--- src/rtl/pll_search_pkg.sv ---
// Package: shared constants, state type and word packing for the
// PLL divider pair search engine.
// Assumes: the word layout is fixed at 8/2/6 bits for N/K/M.
package pll_search_pkg;

    localparam int unsigned FREQ_LO    = 8000;
    localparam int unsigned FREQ_HI    = 15938;
    localparam int unsigned SCALE_STOP = FREQ_LO << 3;
    localparam int unsigned K_CAP      = 3;
    localparam int unsigned REF_X65536 = 938356;
    localparam int unsigned M_W        = 6;
    localparam int unsigned N_W        = 8;
    localparam int unsigned K_W        = 2;
    localparam int unsigned REQ_W      = 16;
    localparam int unsigned WF_W       = REQ_W + 1;
    localparam int unsigned TGT_W      = 16;
    localparam int unsigned ERR_W      = 32;
    localparam int unsigned NUM_W      = 32;
    localparam int unsigned DEN_W      = 18;
    localparam int unsigned WORD_W     = N_W + K_W + M_W;

    typedef enum logic [2:0] {
        ST_IDLE,
        ST_SCALE,
        ST_ISSUE,
        ST_WAIT,
        ST_DONE
    } srch_state_t;

    // Packs K, M, N as (K<<6) + M + (N<<8).
    function automatic logic [WORD_W-1:0] pack_word(
        input logic [K_W-1:0] k,
        input logic [M_W-1:0] m,
        input logic [N_W-1:0] n
    );
        return WORD_W'({n, {(K_W + M_W){1'b0}}})
             + WORD_W'({k, {M_W{1'b0}}})
             + WORD_W'(m);
    endfunction

endpackage

--- src/rtl/pll_req_cond.sv ---
// Request conditioner: clamps the request into the PLL band and
// derives the 8-bit fixed-point comparison target (clamped*256/100).
// Assumes: purely combinational; the caller registers the results.
module pll_req_cond
    import pll_search_pkg::*;
(
    input  logic [REQ_W-1:0] req,
    output logic [REQ_W-1:0] clamped,
    output logic [TGT_W-1:0] target
);

    logic [31:0] scaled;

    // Clamp the request into [FREQ_LO, FREQ_HI].
    always_comb begin
        if (32'(req) < FREQ_LO)
            clamped = REQ_W'(FREQ_LO);
        else if (32'(req) > FREQ_HI)
            clamped = REQ_W'(FREQ_HI);
        else
            clamped = req;
    end

    // Scale to 8-bit fixed point of MHz.
    always_comb begin
        scaled = (32'(clamped) << 8) / 32'd100;
        target = TGT_W'(scaled);
    end

endmodule

--- src/rtl/pll_shift_div.sv ---
// Shift-and-subtract (restoring) divider shared by all candidates.
// Takes QW steps after a start pulse and then holds done high for one cycle.
// Assumes: the true quotient fits in QW bits and den is non-zero.
module pll_shift_div #(
    parameter int unsigned NUMW = 32,
    parameter int unsigned DENW = 18,
    parameter int unsigned QW   = 16
) (
    input  logic            clk,
    input  logic            rst_n,
    input  logic            start,
    input  logic [NUMW-1:0] num,
    input  logic [DENW-1:0] den,
    output logic            done,
    output logic [QW-1:0]   quo
);

    localparam int unsigned SW  = DENW + QW - 1;
    localparam int unsigned CW  = $clog2(QW + 1);
    localparam int unsigned XW  = (SW > NUMW) ? SW : NUMW;

    logic [NUMW-1:0] rem;
    logic [SW-1:0]   sdiv;
    logic [CW-1:0]   steps;
    logic            busy;
    logic [NUMW-1:0] num_q;
    logic [DENW-1:0] den_q;
    logic            fits;

    assign fits = XW'(rem) >= XW'(sdiv);
    assign done = busy && (steps == '0);

    // Load operands on start, then one quotient bit per cycle.
    always_ff @(posedge clk) begin
        if (!rst_n) begin
            rem   <= '0;
            sdiv  <= '0;
            steps <= '0;
            busy  <= 1'b0;
            quo   <= '0;
            num_q <= '0;
            den_q <= '0;
        end else if (start) begin
            rem   <= num;
            sdiv  <= SW'(den) << (QW - 1);
            steps <= CW'(QW);
            busy  <= 1'b1;
            quo   <= '0;
            num_q <= num;
            den_q <= den;
        end else if (busy) begin
            if (steps != '0) begin
                if (fits)
                    rem <= rem - NUMW'(sdiv);
                quo   <= {quo[QW-2:0], fits};
                sdiv  <= sdiv >> 1;
                steps <= steps - 1'b1;
            end else begin
                busy <= 1'b0;
            end
        end
    end

    // a finished quotient and remainder reproduce the dividend.
    p_div_exact_r4: assert property (@(posedge clk) disable iff (!rst_n)
        done |-> ((64'(quo) * 64'(den_q) + 64'(rem) == 64'(num_q))
                  && (NUMW'(rem) < NUMW'(den_q))));

endmodule

--- src/rtl/pll_pair_walk.sv ---
// Pair walker: steps (M, N) with M outer and N inner over the
// parameter ranges, and flags the final pair.
// Assumes: M_LO <= M_HI < 2^M_W and N_LO <= N_HI < 2^N_W.
module pll_pair_walk
    import pll_search_pkg::*;
#(
    parameter int unsigned M_LO = 2,
    parameter int unsigned M_HI = 30,
    parameter int unsigned N_LO = 35,
    parameter int unsigned N_HI = 248
) (
    input  logic           clk,
    input  logic           rst_n,
    input  logic           restart,
    input  logic           advance,
    output logic [M_W-1:0] m,
    output logic [N_W-1:0] n,
    output logic           last
);

    assign last = (m == M_W'(M_HI)) && (n == N_W'(N_HI));

    // Restart at the first pair, or move to the next one.
    always_ff @(posedge clk) begin
        if (!rst_n) begin
            m <= M_W'(M_LO);
            n <= N_W'(N_LO);
        end else if (restart) begin
            m <= M_W'(M_LO);
            n <= N_W'(N_LO);
        end else if (advance) begin
            if (n == N_W'(N_HI)) begin
                n <= N_W'(N_LO);
                m <= m + 1'b1;
            end else begin
                n <= n + 1'b1;
            end
        end
    end

    // the walk never leaves the configured ranges.
    p_pair_range_r5: assert property (@(posedge clk) disable iff (!rst_n)
        (m >= M_W'(M_LO)) && (m <= M_W'(M_HI))
        && (n >= N_W'(N_LO)) && (n <= N_W'(N_HI)));

endmodule

--- src/rtl/pll_divider_search.sv ---
// PLL divider pair search engine (top). Clamps a request, scales it to
// choose K, then evaluates every (M, N) pair through a shared divider.
// It keeps the first pair with the strictly smallest error and presents
// the packed word.
// Assumes: the output of every candidate fits in QW quotient bits.
module pll_divider_search
    import pll_search_pkg::*;
#(
    parameter int unsigned M_LO = 2,
    parameter int unsigned M_HI = 30,
    parameter int unsigned N_LO = 35,
    parameter int unsigned N_HI = 248,
    parameter int unsigned QW   = 16
) (
    input  logic              clk,
    input  logic              rst_n,
    input  logic              in_valid,
    output logic              in_ready,
    input  logic [REQ_W-1:0]  in_freq,
    output logic              out_valid,
    input  logic              out_ready,
    output logic [WORD_W-1:0] out_word
);

    localparam logic [ERR_W-1:0] ERR_INIT = '1;

    srch_state_t       state;
    logic [WF_W-1:0]   work_f;
    logic [K_W-1:0]    k;
    logic [TGT_W-1:0]  target_q;
    logic [ERR_W-1:0]  best_err;
    logic [M_W-1:0]    best_m;
    logic [N_W-1:0]    best_n;
    logic [WORD_W-1:0] word_q;

    logic [REQ_W-1:0]  req_clamped;
    logic [TGT_W-1:0]  req_target;
    logic [M_W-1:0]    cur_m;
    logic [N_W-1:0]    cur_n;
    logic              pair_last;
    logic              div_done;
    logic [QW-1:0]     div_quo;
    logic [NUM_W-1:0]  cand_num;
    logic [DEN_W-1:0]  cand_den;
    logic [ERR_W-1:0]  cand_out;
    logic [ERR_W-1:0]  cand_err;
    logic              take_new;
    logic              scale_more;
    logic              scale_exit;
    logic              search_active;
    logic [M_W-1:0]    sel_m;
    logic [N_W-1:0]    sel_n;

    assign in_ready      = (state == ST_IDLE);
    assign out_valid     = (state == ST_DONE);
    assign out_word      = word_q;
    assign search_active = (state == ST_ISSUE) || (state == ST_WAIT);

    pll_req_cond i_cond (
        .req     (in_freq),
        .clamped (req_clamped),
        .target  (req_target)
    );

    // Decide whether the working frequency still needs doubling.
    always_comb begin
        scale_more = (32'(work_f) < SCALE_STOP) && (32'(k) < K_CAP);
        scale_exit = (state == ST_SCALE) && !scale_more;
    end

    pll_pair_walk #(
        .M_LO (M_LO),
        .M_HI (M_HI),
        .N_LO (N_LO),
        .N_HI (N_HI)
    ) i_walk (
        .clk     (clk),
        .rst_n   (rst_n),
        .restart (scale_exit),
        .advance ((state == ST_WAIT) && div_done && !pair_last),
        .m       (cur_m),
        .n       (cur_n),
        .last    (pair_last)
    );

    // Candidate operands: REF*(N+8) over (M+2) << (8+K).
    always_comb begin
        cand_num = (NUM_W'(cur_n) + NUM_W'(8)) * NUM_W'(REF_X65536);
        cand_den = (DEN_W'(cur_m) + DEN_W'(2)) << (8 + 32'(k));
    end

    pll_shift_div #(
        .NUMW (NUM_W),
        .DENW (DEN_W),
        .QW   (QW)
    ) i_div (
        .clk   (clk),
        .rst_n (rst_n),
        .start (state == ST_ISSUE),
        .num   (cand_num),
        .den   (cand_den),
        .done  (div_done),
        .quo   (div_quo)
    );

    // Absolute error of the finished candidate and the best-pair choice.
    always_comb begin
        cand_out = ERR_W'(div_quo);
        if (ERR_W'(target_q) > cand_out)
            cand_err = ERR_W'(target_q) - cand_out;
        else
            cand_err = cand_out - ERR_W'(target_q);
        take_new = cand_err < best_err;
        sel_m    = take_new ? cur_m : best_m;
        sel_n    = take_new ? cur_n : best_n;
    end

    // Main sequencer: accept, scale, issue/wait per pair, present result.
    always_ff @(posedge clk) begin
        if (!rst_n) begin
            state    <= ST_IDLE;
            work_f   <= '0;
            k        <= '0;
            target_q <= '0;
            best_err <= ERR_INIT;
            best_m   <= '0;
            best_n   <= '0;
            word_q   <= '0;
        end else begin
            case (state)
                ST_IDLE: begin
                    if (in_valid) begin
                        work_f   <= WF_W'(req_clamped);
                        target_q <= req_target;
                        k        <= '0;
                        state    <= ST_SCALE;
                    end
                end
                ST_SCALE: begin
                    if (scale_more) begin
                        work_f <= work_f << 1;
                        k      <= k + 1'b1;
                    end else begin
                        best_err <= ERR_INIT;
                        state    <= ST_ISSUE;
                    end
                end
                ST_ISSUE: begin
                    state <= ST_WAIT;
                end
                ST_WAIT: begin
                    if (div_done) begin
                        if (take_new) begin
                            best_err <= cand_err;
                            best_m   <= cur_m;
                            best_n   <= cur_n;
                        end
                        if (pair_last) begin
                            word_q <= pack_word(k, sel_m, sel_n);
                            state  <= ST_DONE;
                        end else begin
                            state <= ST_ISSUE;
                        end
                    end
                end
                ST_DONE: begin
                    if (out_ready)
                        state <= ST_IDLE;
                end
                default: state <= ST_IDLE;
            endcase
        end
    end

    // the registered working frequency lies in the clamp band.
    p_clamp_band_r1: assert property (@(posedge clk) disable iff (!rst_n)
        (in_valid && in_ready) |=> ((32'(work_f) >= FREQ_LO)
                                    && (32'(work_f) <= FREQ_HI)));

    // scaling ends only at the stop level or the K cap.
    p_scale_stop_r3: assert property (@(posedge clk) disable iff (!rst_n)
        ((state == ST_ISSUE) && ($past(state) == ST_SCALE))
            |-> ((32'(work_f) >= SCALE_STOP) || (32'(k) == K_CAP)));

    // within one search the best error never grows.
    p_best_mono_r5: assert property (@(posedge clk) disable iff (!rst_n)
        (search_active && $past(search_active))
            |-> (best_err <= $past(best_err)));

    // while busy the stored target cannot be overwritten.
    p_busy_ignore_r7: assert property (@(posedge clk) disable iff (!rst_n)
        !in_ready |=> $stable(target_q));

    // a presented word is held until taken.
    p_hold_word_r8: assert property (@(posedge clk) disable iff (!rst_n)
        (out_valid && !out_ready) |=> (out_valid && $stable(out_word)));

endmodule

--- config.mk ---
export PLATFORM = sky130hd
export DESIGN_NAME = pll_divider_search
export DESIGN_NICKNAME = d
export VERILOG_FILES = /design/src/rtl/pll_search_pkg.sv /design/src/rtl/pll_req_cond.sv /design/src/rtl/pll_shift_div.sv /design/src/rtl/pll_pair_walk.sv /design/src/rtl/pll_divider_search.sv
export SDC_FILE = /design/constraint.sdc
export NUM_CORES = 1
export LEC_CHECK = 0
export BUFFER_PORTS_ARGS = -buffer_cell sky130_fd_sc_hd__buf_2
export CAP_MARGIN = 0
export CORE_MARGIN = 2
export CORE_UTILIZATION = 45
export DETAILED_ROUTE_END_ITERATION = 10
export GPL_TIMING_DRIVEN = 0
export PLACE_DENSITY = 0.67
export SKIP_LAST_GASP = 1
export SLEW_MARGIN = 20
export SYNTH_ARGS = -nofsm -noshare
export SYNTH_HDL_FRONTEND = slang
export SYNTH_HIERARCHICAL = 1
export SYNTH_SLANG_ARGS = --single-unit
--- constraint.sdc ---
create_clock -name clk -period 15 [get_ports clk]
set_clock_uncertainty 0.2 [all_clocks]
set_input_delay 0.75 -clock clk [delete_from_list [all_inputs] [get_ports clk]]
set_output_delay 0.75 -clock clk [all_outputs]
set_load 0.005 [all_outputs]
==> results.sh <==
export IMPL_status="completed"
export IMPL_yosys_top_cells_area="dfxtp_1 (21%), ha_1 (11%), nand2_1 (7.0%), a21oi_1 (6.0%), inv_1 (4.5%)"
export IMPL_first_pass_iters=5
export IMPL_tns_ns=0
export IMPL_grt_pass1_wl_mm=82.8
export IMPL_fp_row_count=73
export IMPL_criticalPathCategory="input pin to flop"
export IMPL_end_kind="flop"
export IMPL_grt_max_degree=17
export IMPL_grt_pass1_vias=16551
export IMPL_setup_viol=0
export IMPL_async_reset_ff_frac=0
export IMPL_htree_levels=4
export IMPL_clock_root_buffer="clkbuf_16"
export IMPL_fp_dieW_um=205
export IMPL_critical_path_startpoint_type="input pin"
export IMPL_cp_common_cell="ha_1"
export IMPL_die_y_um=205
export IMPL_synth_ff_type="dfxtp_1"
export IMPL_finalNetCount=2651
export IMPL_path_max_fanout=10
export IMPL_drc=0
export IMPL_area_growth_syn_to_layout_pct=8.43
export IMPL_initial_core_util=0.456
export IMPL_routed_wl_mm=50.4
export IMPL_ir_worst_vdd_mv=0.426
export IMPL_p_leak_nw=8.66
export IMPL_yosys_warnings=6
export IMPL_overflow=0
export IMPL_fin_cells=2962
export IMPL_avgRoutedWirePerCell_um=17.0
export IMPL_hold_viol=0
export IMPL_netlist_area_um2=18200
export IMPL_ys_types=128
export IMPL_synth_edf_count=0
export IMPL_regArea_um2=3720
export IMPL_fillers=3962
export IMPL_dp_slack_ns=1.73
export IMPL_postCtsSetupBuffers=0
export IMPL_seq_area_frac_synth=0.205
export IMPL_die_area_um2=42000
export IMPL_fin_util=0.495
export IMPL_synth_top_area_share=0.205
export IMPL_cts_resized=0
export IMPL_antenna_found_initial=0
export IMPL_crit_arrival_ns=13.24
export IMPL_vias_per_cell=5.83
export IMPL_maxSlewHeadroom=0.391
export IMPL_final_antenna_net_count=0
export IMPL_fin_crit_sh=0.871
export IMPL_drive_gt1_frac=0.0792
export IMPL_power_density_nw_per_um2=238
export IMPL_cts_buffer_depth=2
export IMPL_core_area_um2=39800
export IMPL_synth_area_leader_cell="dfxtp_1"
export IMPL_max_clock_freq_ghz=0.0765
export IMPL_dp_hpwl_mm=39.8
export IMPL_antennaDiodeCount=0
export IMPL_hold_buffers=0
export IMPL_drt_iter0_markers=1318
export IMPL_cts_tree="yes"
export IMPL_multi_input_comb_area_um2=13100
export IMPL_vias=17269
export IMPL_fin_ws_ns=1.94
export IMPL_synth_seq_cells=186
export IMPL_dp_cells=2931
export IMPL_cap_violations=0
export IMPL_cpPeakStageDelay_ns=0.74
export IMPL_period_needed_ns=13.06
export IMPL_tightest_slew_ns=0.911
export IMPL_gp_congestion=0.929
export IMPL_ios=38
export IMPL_grt_total_usage=0.242
export IMPL_avgSynthCellArea_um2=7.71
export IMPL_slew_violations=0
export IMPL_syn_inst=2357
export IMPL_required_ns=15.18
export IMPL_p_total_w=0.00469
export IMPL_numClockSinks=186
export IMPL_rsz0062_at_grt="false"
export IMPL_numCtsBuffers=17
export IMPL_clkSlewWorstSetupHoldPaths_ns=0.07
export IMPL_clock_latency_ns=0.45
export IMPL_port_buffer_count=36
export IMPL_critical_path_slowest_cell="a2111oi_2"
export IMPL_hp_class="flop to flop"
==> metrics by stage <==
step / hold WS (ns) / instance area (µm²)
floorplan: 0.236 / 18200
global placement: 0.250 / 19000
detailed placement: 0.258 / 19000
CTS: 0.268 / 19700
global route: 0.287 / 19700
finish: 0.265 / 19700
==> worst max-delay path: cells and delay by family <==
family	cells	cell delay [ns]
multiplexers	1	0.11
XOR/XNOR	1	0.22
AO/OA/AOI/OAI	22	6.84
buffers and inverters	7	0.85
AND/OR/NAND/NOR	15	3.11
adder cells (fa/ha/maj)	5	1.32
==> where the power goes <==
group / switching, W / total, W / internal [W]
Combinational: 0.00219 / 0.00363 / 0.00143
Clock: 0.000215 / 0.000513 / 0.000298
Sequential: 0.0000252 / 0.000550 / 0.000525
Total: 0.00243 / 0.00469 / 0.00226
==> cells in the final DEF (no fill, tap or decap), drive strengths merged, types with 8 or more instances in the layout <==
cell	instances
nand2	341
inv	226
a21oi	224
dfxtp	186
ha	165
nor2	147
o21ai	106
clkbuf	88
buf	75
mux2i	61
xnor2	54
nand3	49
nor3	43
fa	41
o211a	39
a21boi	39
a211oi	33
a21o	29
nand4	29
xor2	28
nor2b	27
o211ai	25
nand2b	22
and2	22
o21a	20
o22a	18
a31oi	18
a311oi	17
or3	17
o31ai	17
o21bai	16
conb	15
mux2	15
and3	14
a211o	14
nor4	12
or4	9
nor3b	9
or2	9
o22ai	8
==> flip-flops by register name, summed over array words and instances (netlist names), 16 cells and up <==
register and cells:
out_word 16, i_div/sdiv 33, i_div/rem 32, target_q 16
work_f 17, best_err 17, i_div/quo 16
==> layer usage <==
layer  GRT usage  vias up  share of wire
met1       0.332     8281           0.47
met4      0.0642        0          0.019
li1            -     8464              -
met2       0.401      458           0.46
met5           0        -              0
met3      0.0274       66          0.050
==> synth_stat cells, types with 21 or more instances <==
library cell,count
xnor2_1,54
nor3_1,42
fa_1,41
o21ai_0,80
o211ai_1,22
a21boi_0,36
nand2b_1,22
nand4_1,28
inv_1,219
a211oi_1,26
nand3_1,47
nand2_1,337
o211a_1,37
and2_1,21
buf_2,22
o21ai_1,24
nor2b_1,27
dfxtp_1,186
xor2_1,28
nor2_1,143
ha_1,165
mux2i_1,59
clkbuf_1,68
a21oi_1,219
a21o_1,28
==> worst paths after layout <==
path,from,endpoint,slack (ns),depth (start not counted)
max reg2reg,i_walk/n[3],i_div/rem[28],7.75,23
min,best_m[3],best_m[3],0.26,2
max,in_freq[11],target_q[0],1.94,51
min reg2reg,best_m[3],best_m[3],0.26,2
==> logic make-up (layout without fill, tap and decap cells) <==
family	count (synthesis)	after routing	share of synthesized area
simple gates	771	771	0.204
compound gates	698	698	0.271
buf+inv	334	401	0.0745
fa+ha+maj	207	207	0.159
flops	186	186	0.205
xor+xnor	82	82	0.0395
mux	77	77	0.0457
other cells	2	15	0.000414
==> area by class of cell <==
| class | count | area share |
|---|---|---|
| Multi-Input combinational cell | 1850 | 0.667 |
| Timing Repair Buffer | 36 | 0.00915 |
| Clock buffer | 18 | 0.0218 |
| Clock inverter | 13 | 0.0109 |
| Tap cell | 525 | 0.0334 |
| Sequential cell | 186 | 0.189 |
| Buffer | 109 | 0.0254 |
| Inverter | 225 | 0.0433 |
No activity file was read; power rests on OpenSTA's default activity.
